[src/rtl/bkend_rst_pkg.sv]
package bkend_rst_pkg;

    typedef enum logic [1:0] {
        ST_IDLE = 2'd0,
        ST_HOLD = 2'd1,
        ST_WAIT = 2'd2
    } hold_st_e;

    // Clock edges a low level must span to count as "longer than" the glitch window
    function automatic int filt_cycles(input int glitch_ns, input int clk_mhz);
        return (glitch_ns * clk_mhz) / 1000 + 1;
    endfunction

endpackage

[src/rtl/hrst_sync.sv]
module hrst_sync #(
    parameter int   STAGES  = 2,
    parameter logic RST_VAL = 1'b1
) (
    input  logic clk,
    input  logic rst_n,
    input  logic din,
    output logic dout
);
    logic [STAGES-1:0] sh_d, sh_q;

    generate
        if (STAGES == 1) begin : g_one
            always_comb sh_d = din;
        end else begin : g_chain
            always_comb sh_d = {sh_q[STAGES-2:0], din};
        end
    endgenerate

    always_ff @(posedge clk or negedge rst_n) begin
        if (!rst_n) sh_q <= {STAGES{RST_VAL}};
        else        sh_q <= sh_d;
    end

    assign dout = sh_q[STAGES-1];
endmodule

[src/rtl/hrst_glitch_filt.sv]
module hrst_glitch_filt #(
    parameter int FILT_CYC = 11
) (
    input  logic clk,
    input  logic rst_n,
    input  logic lvl_n,
    output logic qual
);
    localparam int CW = $clog2(FILT_CYC + 1);

    typedef struct packed {
        logic [CW-1:0] cnt;
        logic          qual;
    } filt_t;

    filt_t f_d, f_q;

    always_comb begin
        f_d = f_q;
        if (lvl_n) begin
            f_d.cnt = '0;
        end else if (f_q.cnt != CW'(FILT_CYC)) begin
            f_d.cnt = f_q.cnt + CW'(1);
        end
        f_d.qual = (f_d.cnt == CW'(FILT_CYC));
    end

    always_ff @(posedge clk or negedge rst_n) begin
        if (!rst_n) f_q <= '{cnt: '0, qual: 1'b0};
        else        f_q <= f_d;
    end

    assign qual = f_q.qual;
endmodule

[src/rtl/hrst_hold_fsm.sv]
module hrst_hold_fsm
    import bkend_rst_pkg::*;
#(
    parameter int HOLD_US = 150000
) (
    input  logic clk,
    input  logic rst_n,
    input  logic us_tick,
    input  logic qual,
    input  logic uv_req,
    output logic rst_act
);
    localparam int TW = $clog2(HOLD_US + 1);
    localparam logic [TW-1:0] TMR_LAST = TW'(HOLD_US - 1);

    typedef struct packed {
        hold_st_e      st;
        logic [TW-1:0] tmr;
        logic          qual_prev;
        logic          act;
    } hold_t;

    hold_t h_d, h_q;
    logic  qual_edge;

    always_comb begin
        h_d           = h_q;
        h_d.qual_prev = qual;
        qual_edge     = qual & ~h_q.qual_prev;
        case (h_q.st)
            ST_IDLE: begin
                if (qual_edge) begin
                    h_d.st  = ST_HOLD;
                    h_d.tmr = '0;
                end
            end
            ST_HOLD: begin
                if (qual_edge) begin
                    h_d.tmr = '0;
                end else if (us_tick) begin
                    if (h_q.tmr == TMR_LAST) begin
                        h_d.tmr = '0;
                        h_d.st  = qual ? ST_WAIT : ST_IDLE;
                    end else begin
                        h_d.tmr = h_q.tmr + TW'(1);
                    end
                end
            end
            ST_WAIT: begin
                if (!qual) h_d.st = ST_IDLE;
            end
            default: begin
                h_d.st  = ST_HOLD;
                h_d.tmr = '0;
            end
        endcase
        h_d.act = (h_d.st != ST_IDLE) | uv_req;
    end

    always_ff @(posedge clk or negedge rst_n) begin
        if (!rst_n) h_q <= '{st: ST_HOLD, tmr: '0, qual_prev: 1'b0, act: 1'b1};
        else        h_q <= h_d;
    end

    assign rst_act = h_q.act;
endmodule

[src/rtl/bkend_rst_ctrl.sv]
module bkend_rst_ctrl #(
    parameter int CLK_MHZ     = 250,
    parameter int GLITCH_NS   = 40,
    parameter int HOLD_US     = 150000,
    parameter int SYNC_STAGES = 2
) (
    input  logic clk,
    input  logic rst_n,
    input  logic us_tick,
    input  logic host_rst_n,
    input  logic uv_req,
    output logic lrst_n,
    output logic lrst
);
    localparam int FILT_CYC = bkend_rst_pkg::filt_cycles(GLITCH_NS, CLK_MHZ);

    logic host_sync_n;
    logic host_qual;
    logic rst_act;

    hrst_sync #(.STAGES(SYNC_STAGES), .RST_VAL(1'b1)) u_sync (
        .clk  (clk),
        .rst_n(rst_n),
        .din  (host_rst_n),
        .dout (host_sync_n)
    );

    hrst_glitch_filt #(.FILT_CYC(FILT_CYC)) u_filt (
        .clk  (clk),
        .rst_n(rst_n),
        .lvl_n(host_sync_n),
        .qual (host_qual)
    );

    hrst_hold_fsm #(.HOLD_US(HOLD_US)) u_hold (
        .clk    (clk),
        .rst_n  (rst_n),
        .us_tick(us_tick),
        .qual   (host_qual),
        .uv_req (uv_req),
        .rst_act(rst_act)
    );

    assign lrst   = rst_act;
    assign lrst_n = ~rst_act;
endmodule

[config.mk]
export PLATFORM = sky130hd
export DESIGN_NAME = bkend_rst_ctrl
export DESIGN_NICKNAME = d
export VERILOG_FILES = /design/src/rtl/bkend_rst_pkg.sv /design/src/rtl/hrst_sync.sv /design/src/rtl/hrst_glitch_filt.sv /design/src/rtl/hrst_hold_fsm.sv /design/src/rtl/bkend_rst_ctrl.sv
export SDC_FILE = /design/constraint.sdc
export NUM_CORES = 1
export LEC_CHECK = 0
export BUFFER_PORTS_ARGS = -buffer_cell sky130_fd_sc_hd__buf_2
export CORE_MARGIN = 2
export CORE_UTILIZATION = 40
export DETAILED_ROUTE_END_ITERATION = 10
export SKIP_CTS_REPAIR_TIMING = 1
export SYNTH_ARGS = -nofsm -noshare
export SYNTH_HDL_FRONTEND = slang
export SYNTH_SLANG_ARGS = --single-unit
[constraint.sdc]
create_clock -name clk -period 1.85 [get_ports clk]
set_clock_uncertainty 0.2 [all_clocks]
set_input_delay 0.185 -clock clk [delete_from_list [all_inputs] [get_ports clk]]
set_output_delay 0.185 -clock clk [all_outputs]
set_load 0.02 [all_outputs]
==> Word-level counts from Yosys, hierarchy flattened <==
Index checks and enable logic that the tools add are counted.
Widths: inputs -> output; s select.
{ "op_classes": {"shift": 0, "n_mux": 12, "reduce_logical": 3, "eq_ne": 7, "bitwise": 5, "order_cmp": 0, "n_div": 0, "n_addsub": 2, "multipliers": 0} }
{ "op_table": {"columns": ["cell", "count"], "rows": [
  ["$pmux 18 s3", 1],
  ["$mux 20", 2],
  ["$mux 18", 2],
  ["$add 18x1->18 const B", 1],
  ["$eq 18x18->1 const B", 1],
  ["$mux 2", 4],
  ["$mux 4", 2],
  ["$pmux 2 s3", 1],
  ["$add 4x1->4 const B", 1],
  ["$eq 4x4->1 const B", 1],
  ["$ne 4x4->1 const B", 1],
  ["$ne 3x2->1 const B", 1],
  ["$not 1->1", 3],
  ["$reduce_and 3->1", 1],
  ["$eq 2x1->1 const B", 1],
  ["$eq 2x2->1 const B", 1],
  ["$logic_not 2->1", 1],
  ["$ne 2x1->1 const B", 1],
  ["$reduce_bool 2->1", 1],
  ["$and 1x1->1", 1],
  ["$or 1x1->1", 1]
]} }
{ "totals": {"mem_count": 0, "romBits": 0, "inputBits": 5, "elab_cells": 36, "ramBits": 0, "latch_bits": 0, "regBits": 29} }

==> Logic depth before layout (Yosys ltp) <==
Gate-level depths: netlist (run 1).
{ "depth": {"depth_word": 7, "mapped_depth": 7} }

==> Modules after synthesis <==
Synthesis (run 1) repeated with hierarchy kept, for this count alone.
{ "unflattened": {"hier_cells": 155, "area_unflattened_um2": 1577.8} }
{ "by_module_without_submodules": {"columns": ["module", "area_per_inst_um2", "instances", "seq_area_each_um2", "cells_each"], "rows": [
  ["hrst_hold_fsm", 1268.7, 1, 553.0, 130],
  ["hrst_glitch_filt", 252.7, 1, 125.1, 22],
  ["hrst_sync", 52.6, 1, 52.6, 2],
  ["bkend_rst_ctrl", 3.8, 1, 0.0, 1]
]} }

==> Worst setup path before layout (run 1) <==
No wires, ideal clock.
{ "synth_timing": {"kind": "register to register", "startpoint": "register u_hold.h_q[2] (netlist name)", "endpoint": "register u_hold.h_q[10] (netlist name)", "required_ns": 1.579, "path_slack_ns": 0.048, "path_buffers": 1, "t_arrival_ns": 1.531, "path_stages_with_launch": 8, "cell_sequence": "dfrtp_1 ha_1 and3_1 and4_4 a21oi_4 nor2_1 buf_4 nor2_1"} }
{ "synth_via": {"elab_chain_cells": 5} }
{ "synth_lines": {"columns": ["element", "line", "rtl"], "rows": [
  ["start: declaration", "hrst_hold_fsm.sv:23", "hold_t h_d, h_q;"],
  ["start signal: assignment", "hrst_hold_fsm.sv:61", "if (!rst_n) h_q <= '{st: ST_HOLD, tmr: '0, qual_prev: 1'b0, act: 1'b1};"],
  ["$add 18x1->18 or $eq 18x18->1 (tied branches)", "hrst_hold_fsm.sv:45, hrst_hold_fsm.sv:41", null],
  ["$mux 18 *", "hrst_hold_fsm.sv:41", "if (h_q.tmr == TMR_LAST) begin"],
  ["$mux 20 *", "hrst_hold_fsm.sv:40", "end else if (us_tick) begin"],
  ["$mux 18 *", "hrst_hold_fsm.sv:38", "if (qual_edge) begin"],
  ["$pmux 18 s3 *", "hrst_hold_fsm.sv:30", "case (h_q.st)"]
]} }
Every way passes the cells marked *; elsewhere a longest branch is shown, timed or not. The select of a mux whose other input is x is not followed.
A chain may end at the register's enable or synchronous reset.

==> results of run 1 <==
==> area by class of cell <==
cell class                 count  area, sq um  area share
multi-input combinational    106          807       0.419
sequential                    29          732       0.380
timing repair buffer          35          263       0.136
clock buffer                   8         58.8      0.0305
tap                           46         57.6      0.0299
inverter                       2         7.51     0.00390
==> worst paths after layout <==
path	from	slack, ns	depth (start not counted)	end
max in group asynchronous	rst_n	0.82	2	u_hold.h_q[21]
max	u_hold.h_q[3]	0.04	7	u_hold.rst_act
max reg2reg	u_hold.h_q[3]	0.04	7	u_hold.rst_act
min	u_sync.sh_q[0]	0.16	0	u_sync.sh_q[1]
min reg2reg	u_sync.sh_q[0]	0.16	0	u_sync.sh_q[1]
min in group asynchronous	rst_n	0.20	2	u_hold.h_q[8]
==> power breakdown <==
part	internal, mW	switching [mW]	total [mW]
Sequential	0.659	0.0170	0.676
Clock	0.187	0.215	0.402
Combinational	0.0439	0.0541	0.0979
Total	0.890	0.286	1.18
==> cell families (layout without fill, tap and decap cells) <==
kind of cell,Yosys count,after routing
buf+inv,3,45
simple gates,71,71
flops,29,29
fa+ha+maj,2,2
mux,2,2
compound gates,18,18
xor+xnor,13,13
==> through the flow <==
stage               instances  area [sq um]  hold slack (ns)  power (mW)  utilization
floorplan                 138          1470           -0.311       0.723            -
global placement          213          1730           0.0367       0.770        0.505
detailed placement        213          1730           0.0516       0.777        0.505
CTS                       221          1780           -0.319        1.18        0.522
global route              226          1930            0.172        1.24        0.564
finish                    226          1930            0.164        1.18        0.564
==> placed cells by master, fill, tap and decap left out, types with 2 or more instances in the layout <==
cell           synthesis  layout
nand3b_1               2       2
and3_1                 3       2
mux2i_1                2       2
buf_6                  0       2
inv_1                  2       2
dfstp_2                4       4
dfrtp_1               25      24
nand3_4                0       2
dlygate4sd3_1          0       3
nor4_4                 2       3
xor2_1                 6       6
buf_4                  1      24
nor2_1                22      21
nand2_1               10       9
nand3_1               11      10
xnor2_1                7       7
buf_2                  0       6
o311ai_2               0       2
clkbuf_1               0       2
o21ai_0                6       5
clkbuf_4               0       5
nor3_1                 4       3
nand4_1                5       5
==> metal layers <==
layer | up-vias | GRT usage | part of all wire
li1 | 583 | - | -
met1 | 582 | 0.203 | 0.41
met5 | - | 0 | 0
met4 | 0 | 0.0771 | 0.023
met3 | 8 | 0.0573 | 0.051
met2 | 27 | 0.326 | 0.51
==> critical path, cell delays in order, from the launching register on <==
cell and delay, ns:
dfrtp_1 0.41, ha_2 0.20, and3_4 0.18, and4_4 0.18, buf_6 0.12, nand3_4 0.08, nand3b_1 0.08, a221o_1 0.30
==> flip-flops by register name (all words and copies together), names as in the netlist <==
register	cells
u_hold.rst_act	1
u_hold.h_q	21
u_filt.qual	1
u_filt.f_q	4
u_sync.sh_q	2
==> flow_summary.yaml, run 1 <==
synth:
  synth_edf_count: 0
  synth_flop_cell: "dfrtp_1"
  syn_avg_cell_area_sq_um: 10.6
  synth_warnings: 0
  yosys.area_share.adder: 0.0171
  synth_xor_area_frac: 0.0777
  syn_inst: 138
  synth_top_area_share: 0.427
  postSynthRegisterBits: 29
  synthesis.area_sq_um: 1470
  synth_top_family_by_area: "simple AND/OR/NAND/NOR gates"
  synth_commonest_cells: "dfrtp_1, nor2_1, nand3_1, nand2_1, xnor2_1"
  synth_mux_area_frac: 0.0137
  yosysTopAreaCell: "dfrtp_1"
  ys_seq_area_frac: 0.499
  synth_compound_area_frac: 0.0956
  synth_nets: 145
  synth.distinct_cells: 38
  synthArstFlopShare: 1.00
  yosysMostFrequentCell: "dfrtp_1"
  yosys-top-cells-area: "dfrtp_1, dfstp_2, nor2_1"
  yosys.area_share.simple: 0.287
floorplanning:
  start_util: 0.429
  die_w_microns: 64.5
  io_pins: 7
  row_count: 21
  die_h_microns: 64.5
  die-area_sq_um: 4160
  coreArea_sq_um: 3420
global_route:
  grtUsageTotal: 0.184
  grt_pass1_wl_microns: 5800
  grt_antenna_before_repair: 0
  grt_start_max_net_pins: 30
  grt_pass1_vias: 1287
  overflow: 0
drt:
  drt-pass1-iter-count: 4
  antenna_left: 0
  wl_per_cell_microns: 14.9
  wirelength_microns: 3370
  drtIter0Drc: 51
  vias_per_cell: 5.31
  drc: 0
  via_count: 1200
run_status:
  run_status: "finished clean"
layout:
  layout-drive-gt1-share: 0.356
  fillCellCount: 303
  area_delta_synth_final_pct: 31.4
  antenna_cells: 0
  nNetsFinal: 186
worst_setup_path:
  critPathMaxFanout: 4
  cp_data_arrival_time_ns: 1.86
  critPathLaunchType: "flop"
  cp.required_ns: 1.90
  critical_path_class: "reg2reg"
  critPathCaptureType: "flop"
sta:
  worst_slack_ns: 0.0374
  rsz0062_at_grt: "true"
  min_period_ns: 1.81
  worstMarginPinSlew_ns: 0.628
  fmaxAchievable_mhz: 552
  hold_viol_final: 0
  finalCritPeriodShare: 0.980
  relSlewSlack: 0.581
  setup_viol: 0
  fin_tns_setup_ns: 0
  drv_slew: 0
placement:
  io_buffers: 6
  gp_congestion: 0.797
  pre_cts_ws_ns: -0.236
  place.detailed.hpwl_microns: 2420
clock_tree:
  clk_pin_slew_worst_paths_ns: 0.09
  clock_sinks: 29
  cts_made_buffers: 5
  htreeDepth: 2
  clk_latency_ns: 0.33
  cts_tree: "built"
  root_buffer: "clkbuf_4"
  cts_buffer_depth: 2
pwr:
  power.density_nw_per_um2: 611
  ir_drop_v: 0.000391
  p_leak_nw: 0.857
worst_hold_path:
  hold_path_class: "reg2reg"
flow_run:
  drv_cap: 0
Note: power is estimated with default switching activity, not from simulation.
==> run 2, diff against run 1 <==
--- a/config.mk
+++ b/config.mk
@@ -12,4 +12,5 @@
 export SKIP_CTS_REPAIR_TIMING = 1
 export SYNTH_ARGS = -nofsm -noshare
 export SYNTH_HDL_FRONTEND = slang
+export SYNTH_HIERARCHICAL = 1
 export SYNTH_SLANG_ARGS = --single-unit
==> run 2 against run 1 <==
Effect of this change:
- largest power group unchanged
- flip-flop and latch count unchanged
- non-clock buffer count decreased by 3
- area after synthesis increased by 7.7%
- global-route usage decreased by 0.33 points
- synthesized cell count increased by 12%
- via count increased by 12%
- highest routed layer unchanged
- wire length increased by 2.1%
==> flow_summary.yaml, run 2 <==
run_status:
  run_status: "finished clean"
global_route:
  grt_pass1_wl_microns: 5900
  grt-busiest-layer: "met2"
  grt_start_max_net_pins: 30
  grt_use_met1: 0.232
  met2_usage: 0.291
  grtUsageTotal: 0.181
  grt.met3_usage: 0.0456
  grt_antenna_before_repair: 0
  grt_pass1_vias: 1282
  overflow: 0
synth:
  yosysTopAreaCell: "dfrtp_1"
  synth.distinct_cells: 48
  synth_commonest_cells: "dfrtp_1, o21ai_0, nor2_1, nand2_1, inv_1"
  ys_seq_area_frac: 0.463
  synthesis.area_sq_um: 1580
  synth_edf_count: 0
  syn_avg_cell_area_sq_um: 10.2
  synthArstFlopShare: 1.00
  synth_flop_cell: "dfrtp_1"
  postSynthRegisterBits: 29
  synth_nets: 162
  synth_warnings: 6
  syn_inst: 155
  synth_top_area_share: 0.397
  yosysMostFrequentCell: "dfrtp_1"
  yosys-top-cells-area: "dfrtp_1, dfstp_2, o21ai_0"
floorplanning:
  io_pins: 7
  coreArea_sq_um: 3720
  die-area_sq_um: 4460
  start_util: 0.425
  row_count: 22
  die_w_microns: 66.8
  die_h_microns: 66.8
drt:
  wirelength_microns: 3440
  drt-pass1-iter-count: 4
  drtIter0Drc: 76
  drc: 0
  vias_per_cell: 5.64
  via_count: 1348
  antenna_left: 0
  wl_per_cell_microns: 14.4
placement:
  pre_cts_ws_ns: -0.109
  io_buffers: 6
  place.detailed.hpwl_microns: 2470
  gp_congestion: 0.788
worst_setup_path:
  cp_cell_sequence: "ha_2, and4_4, nand4_1, o21ai_2, buf_4, a22oi_1"
  critPathLaunchType: "flop"
  critical_path_class: "reg2reg"
  rr_worst_depth: 6
  crit_slowest_cell: "dfrtp_1"
  r2r_end: "u_hold/h_q[10]"
  critPathMaxFanout: 9
  cp_data_arrival_time_ns: 1.76
  critPathCaptureType: "flop"
  rrSetupSlack_ns: 0.03
  crit_path_start: "u_hold/h_q[2]"
  max_stage_delay_ns: 0.35
  r2r_start: "u_hold/h_q[2]"
  cp.required_ns: 1.79
sta:
  worstMarginPinSlew_ns: 0.656
  rsz0062_at_grt: "true"
  min_period_ns: 1.82
  fin_tns_setup_ns: 0
  finalCritPeriodShare: 0.984
  setup_viol: 0
  hold_viol_final: 0
  worst_slack_ns: 0.0293
  relSlewSlack: 0.563
  fmaxAchievable_mhz: 549
  drv_slew: 0
layout:
  antenna_cells: 0
  layout-drive-gt1-share: 0.330
  multiInputGateArea_sq_um: 878
  largest_register_ffs: 21
  reg.largest.list: "u_hold/h_q x21, u_filt/f_q x4, u_sync/sh_q x2"
  nNetsFinal: 197
  fillCellCount: 349
  regMostFlops: "u_hold/h_q"
  layout_common_cells: "dfrtp_1, buf_4, o21ai_0"
  area_delta_synth_final_pct: 27.8
  register_area_sq_um: 732
  final_common_cell: "dfrtp_1"
flow_run:
  drv_cap: 0
clock_tree:
  htreeDepth: 2
  clock_sinks: 29
  root_buffer: "clkbuf_8"
  cts_tree: "built"
  clk_latency_ns: 0.28
  clk_pin_slew_worst_paths_ns: 0.06
  cts_made_buffers: 5
  cts_buffer_depth: 2
pwr:
  power.density_nw_per_um2: 712
  p_leak_nw: 0.863
  ir_drop_v: 0.000483
worst_hold_path:
  hold_path_class: "reg2reg"
  holdCritStartpoint: "u_sync/sh_q[0]"
  hold_depth: 0
  whs_endpoint: "u_sync/sh_q[1]"
run 2: cell types whose count changed in the layout (fill, tap and decap cells not counted), sizes merged, moves of 5 or more:
| cell | delta |
|---|---|
| a22oi | +8 |
| inv | +6 |
| nand3 | -8 |
| nor2 | -11 |
| o21ai | +9 |
| or3 | +7 |
| xnor2 | -5 |
run 2: worst max path at each step:
stage                                 to  slack, ns  cells after the start
after floorplan           u_hold/h_q[14]       0.02                      6
after global placement    u_hold/rst_act      -0.05                      4
after detailed placement  u_hold/h_q[11]      -0.11                      6
after CTS                 u_hold/h_q[11]      -0.11                      6
after global routing      u_hold/h_q[10]      -0.06                      6
final                     u_hold/h_q[10]       0.03                      6
run 2: per-layer routing:
metal	wire [microns]	part of all wire
met1	1670	0.49
met2	1620	0.47
met5	0	0
met3	108	0.031
met4	44	0.013
run 2: power by group:
group | internal, mW | total (mW) | switching (mW)
clock | 0.267 | 0.497 | 0.230
combinational | 0.109 | 0.213 | 0.104
sequential | 0.679 | 0.726 | 0.0467
run 2: cell families after synthesis:
group,synth area share
xor gates and xnor gates,0.0222
muxes,0.0127
buffers and inverters,0.0349
DFF,0.463
and+or+nand+nor,0.258
adders and majority gates,0.0159
AOI/OAI and AO/OA,0.194
run 2: critical path, delay by kind of cell, from the launching register on:
| family | cells | cell delay (ns) |
|---|---|---|
| flip-flops | 1 | 0.35 |
| buffers and inverters | 1 | 0.21 |
| AO/OA/AOI/OAI | 2 | 0.30 |
| AND/OR/NAND/NOR | 2 | 0.43 |
| adder cells (fa/ha/maj) | 1 | 0.18 |
run 2: cell type report:
type	instances	area share
clock buffer	8	0.0397
inverter	8	0.0149
multi-input combinational	114	0.435
sequential	29	0.363
tap	48	0.0298
timing repair buffer	32	0.117
run 2: stage by stage:
| step | power (mW) | util | hold WS [ns] | area [sq um] | cells |
|---|---|---|---|---|---|
| finish | 1.44 | 0.543 | 0.156 | 2020 | 239 |
| global route | 1.52 | 0.543 | 0.163 | 2020 | 239 |
| CTS | 1.41 | 0.502 | -0.250 | 1870 | 232 |
| detailed placement | 0.912 | 0.480 | 0.0520 | 1790 | 224 |
| global placement | 0.902 | 0.480 | 0.0512 | 1790 | 224 |
| floorplan | 0.837 | - | -0.311 | 1580 | 155 |
==> run 3, diff against run 2 <==
--- a/config.mk
+++ b/config.mk
@@ -5,6 +5,7 @@
 export SDC_FILE = /design/constraint.sdc
 export NUM_CORES = 1
 export LEC_CHECK = 0
+export ABC_AREA = 1
 export BUFFER_PORTS_ARGS = -buffer_cell sky130_fd_sc_hd__buf_2
 export CORE_MARGIN = 2
 export CORE_UTILIZATION = 40
==> run 3 against run 2 <==
Effect of this change:
- count of clock-buffer cells in the layout is 1 lower
- synthesized cell count is 29% higher
- fmax is 7.9% higher
- clock power is 37% higher
- total power is 0.52% higher
- flip-flop and latch count stayed put
- first-iteration DRC count is 39% higher
- area after synthesis is 1.8% lower
- core utilization is 5.8 points lower
- register-to-register slack better by 0.13 ns
- worst setup slack better by 0.13 ns
- sequential power is 5.9% lower
- critical endpoint is now u_hold/h_q[17]
==> flow_summary.yaml, run 3 <==
synth:
  syn_inst: 200
  synth_flop_cell: "dfrtp_1"
  yosysMostFrequentCell: "nand2_1"
  synth_top_area_share: 0.404
  postSynthRegisterBits: 29
  synth_commonest_cells: "nand2_1, nor2_1, dfrtp_1, inv_1, nand3_1"
  synth_edf_count: 0
  syn_avg_cell_area_sq_um: 7.74
  yosysTopAreaCell: "dfrtp_1"
  ys_seq_area_frac: 0.472
  synth.distinct_cells: 24
  synthArstFlopShare: 1.00
  synth_nets: 207
  yosys-top-cells-area: "dfrtp_1, nand2_1, nor2_1"
  synth_warnings: 6
  synthesis.area_sq_um: 1550
layout:
  antenna_cells: 0
  nNetsFinal: 222
  fillCellCount: 379
  area_delta_synth_final_pct: 15.5
  reg.largest.list: "u_hold/h_q x21, u_filt/f_q x4, u_sync/sh_q x2"
  largest_register_ffs: 21
  regMostFlops: "u_hold/h_q"
  layout_common_cells: "nand2_1, nor2_1, inv_1, dfrtp_1, nand3_1"
  fin_util: 0.485
  final_common_cell: "nand2_1"
  layout-drive-gt1-share: 0.134
clock_tree:
  cts_tree: "built"
  clk_pin_slew_worst_paths_ns: 0.06
  root_buffer: "clkbuf_8"
  clock_sinks: 29
  cts_made_buffers: 5
  clk_latency_ns: 0.28
  htreeDepth: 2
  cts_buffer_depth: 2
pwr:
  internal_power_mw: 1.13
  power_frac_seq: 0.473
  ir_drop_v: 0.000495
  p_leak_nw: 0.839
  power.total_mw: 1.44
  swShare: 0.217
  p_sw_uw: 313
  comb_power_share: 0.056
  power.density_nw_per_um2: 807
  p_clk_frac: 0.470
drt:
  drc: 0
  wl_met2_microns: 1340
  wl_per_cell_microns: 11.2
  wirelength_microns: 2960
  via_count: 1282
  drt-pass1-iter-count: 4
  wl_met1_microns: 1450
  top_layer: "met4"
  dr_wl_met3_microns: 120
  drtIter0Drc: 106
  vias_per_cell: 4.86
  antenna_left: 0
floorplanning:
  row_count: 22
  die_h_microns: 66.2
  coreArea_sq_um: 3690
  die_w_microns: 66.2
  die-area_sq_um: 4390
  io_pins: 7
  start_util: 0.420
worst_hold_path:
  hold_path_class: "in2reg"
sta:
  setup_viol: 0
  hold_viol_final: 0
  whs_ns: 0.113
  finalCritPeriodShare: 0.912
  worstMarginPinSlew_ns: 0.630
  rsz0062_at_grt: "false"
  fmaxAchievable_mhz: 593
  drv_slew: 0
  relSlewSlack: 0.580
  min_period_ns: 1.69
  fin_tns_setup_ns: 0
placement:
  gp_congestion: 0.813
  place.detailed.hpwl_microns: 2150
  io_buffers: 6
worst_setup_path:
  critical_path_class: "reg2reg"
  crit_slowest_cell: "dfrtp_1"
  critPathMaxFanout: 13
  critPathCaptureType: "flop"
  critPathLaunchType: "flop"
  cp_cell_sequence: "ha_1, nand3_1, nor2_1, nand2_1, nand2_1, nand2_2, inv_4, nor2_1"
  cp.required_ns: 1.81
  critical-path-top-delay-family: "simple AND/OR/NAND/NOR gates"
  cp_data_arrival_time_ns: 1.65
  max_stage_delay_ns: 0.40
  crit_buf_inv: 1
global_route:
  grt_start_max_net_pins: 30
  grtUsageTotal: 0.165
  grt_pass1_wl_microns: 5350
  grt_pass1_vias: 1210
  overflow: 0
  grt_antenna_before_repair: 0
flow_run:
  drv_cap: 0
run_status:
  run_status: "finished clean"
run 3: routing by layer:
metal | global-route usage | vias up
li1 | - | 665
met1 | 0.216 | 596
met4 | 0.0689 | 0
met5 | 0 | -
met2 | 0.244 | 15
met3 | 0.0613 | 6
run 3: path summary, 6_finish.rpt:
kind	from	end	slack [ns]	cells past startpoint
worst min-delay path	us_tick	u_hold/h_q[3]	0.11	5
worst min register to register	u_sync/sh_q[0]	u_sync/sh_q[1]	0.16	0
worst max-delay path	u_hold/h_q[2]	u_hold/h_q[17]	0.16	8
min in group asynchronous	rst_n	u_filt/f_q[3]	0.25	2
max in group asynchronous	rst_n	u_hold/h_q[17]	0.77	2
worst max register to register	u_hold/h_q[2]	u_hold/h_q[17]	0.16	8
run 3: logic make-up (layout without fill, tap and decap cells):
logic type,after synthesis,in the layout,synth area share
simple gates,119,119,0.341
flops,29,29,0.472
buf+inv,29,45,0.0775
compound gates,14,14,0.0541
xor+xnor,7,7,0.0396
fa+ha+maj,2,2,0.0162
run 3: cell type report:
cell class / count / area (sq um) / area share
inverters: 27 / 104 / 0.0580
clock inverters: 1 / 30.0 / 0.0168
flip-flops and latches: 29 / 731 / 0.408
well taps: 48 / 60.1 / 0.0336
multi-input cells: 142 / 698 / 0.390
clock buffers: 7 / 86.3 / 0.0483
repair buffers: 10 / 80.1 / 0.0448
run 3: through the flow:
step                      cells  worst slack, ns  instance area, sq um
after CTS                   261           0.0768                  1760
after detailed placement    253           0.0904                  1640
after floorplan             200            0.313                  1550
after global placement      253            0.118                  1640
after global routing        264           0.0118                  1790
final                       264            0.162                  1790
run 3: tightest hold or removal path: stages:
cell,delay (ns)
buf_2,0.10
nand3_1,0.08
a21oi_1,0.06
nand3_1,0.08
nand2_1,0.05
run 3: power by group through the flow:
| stage | Sequential (mW) | Combinational [mW] | Clock (mW) |
|---|---|---|---|
| after floorplan | 0.690 | 0.0467 | 0 |
| after global placement | 0.692 | 0.0775 | 0 |
| after detailed placement | 0.694 | 0.0792 | 0 |
| after CTS | 0.683 | 0.0793 | 0.697 |
| after global routing | 0.685 | 0.0957 | 0.730 |
| final | 0.683 | 0.0813 | 0.679 |
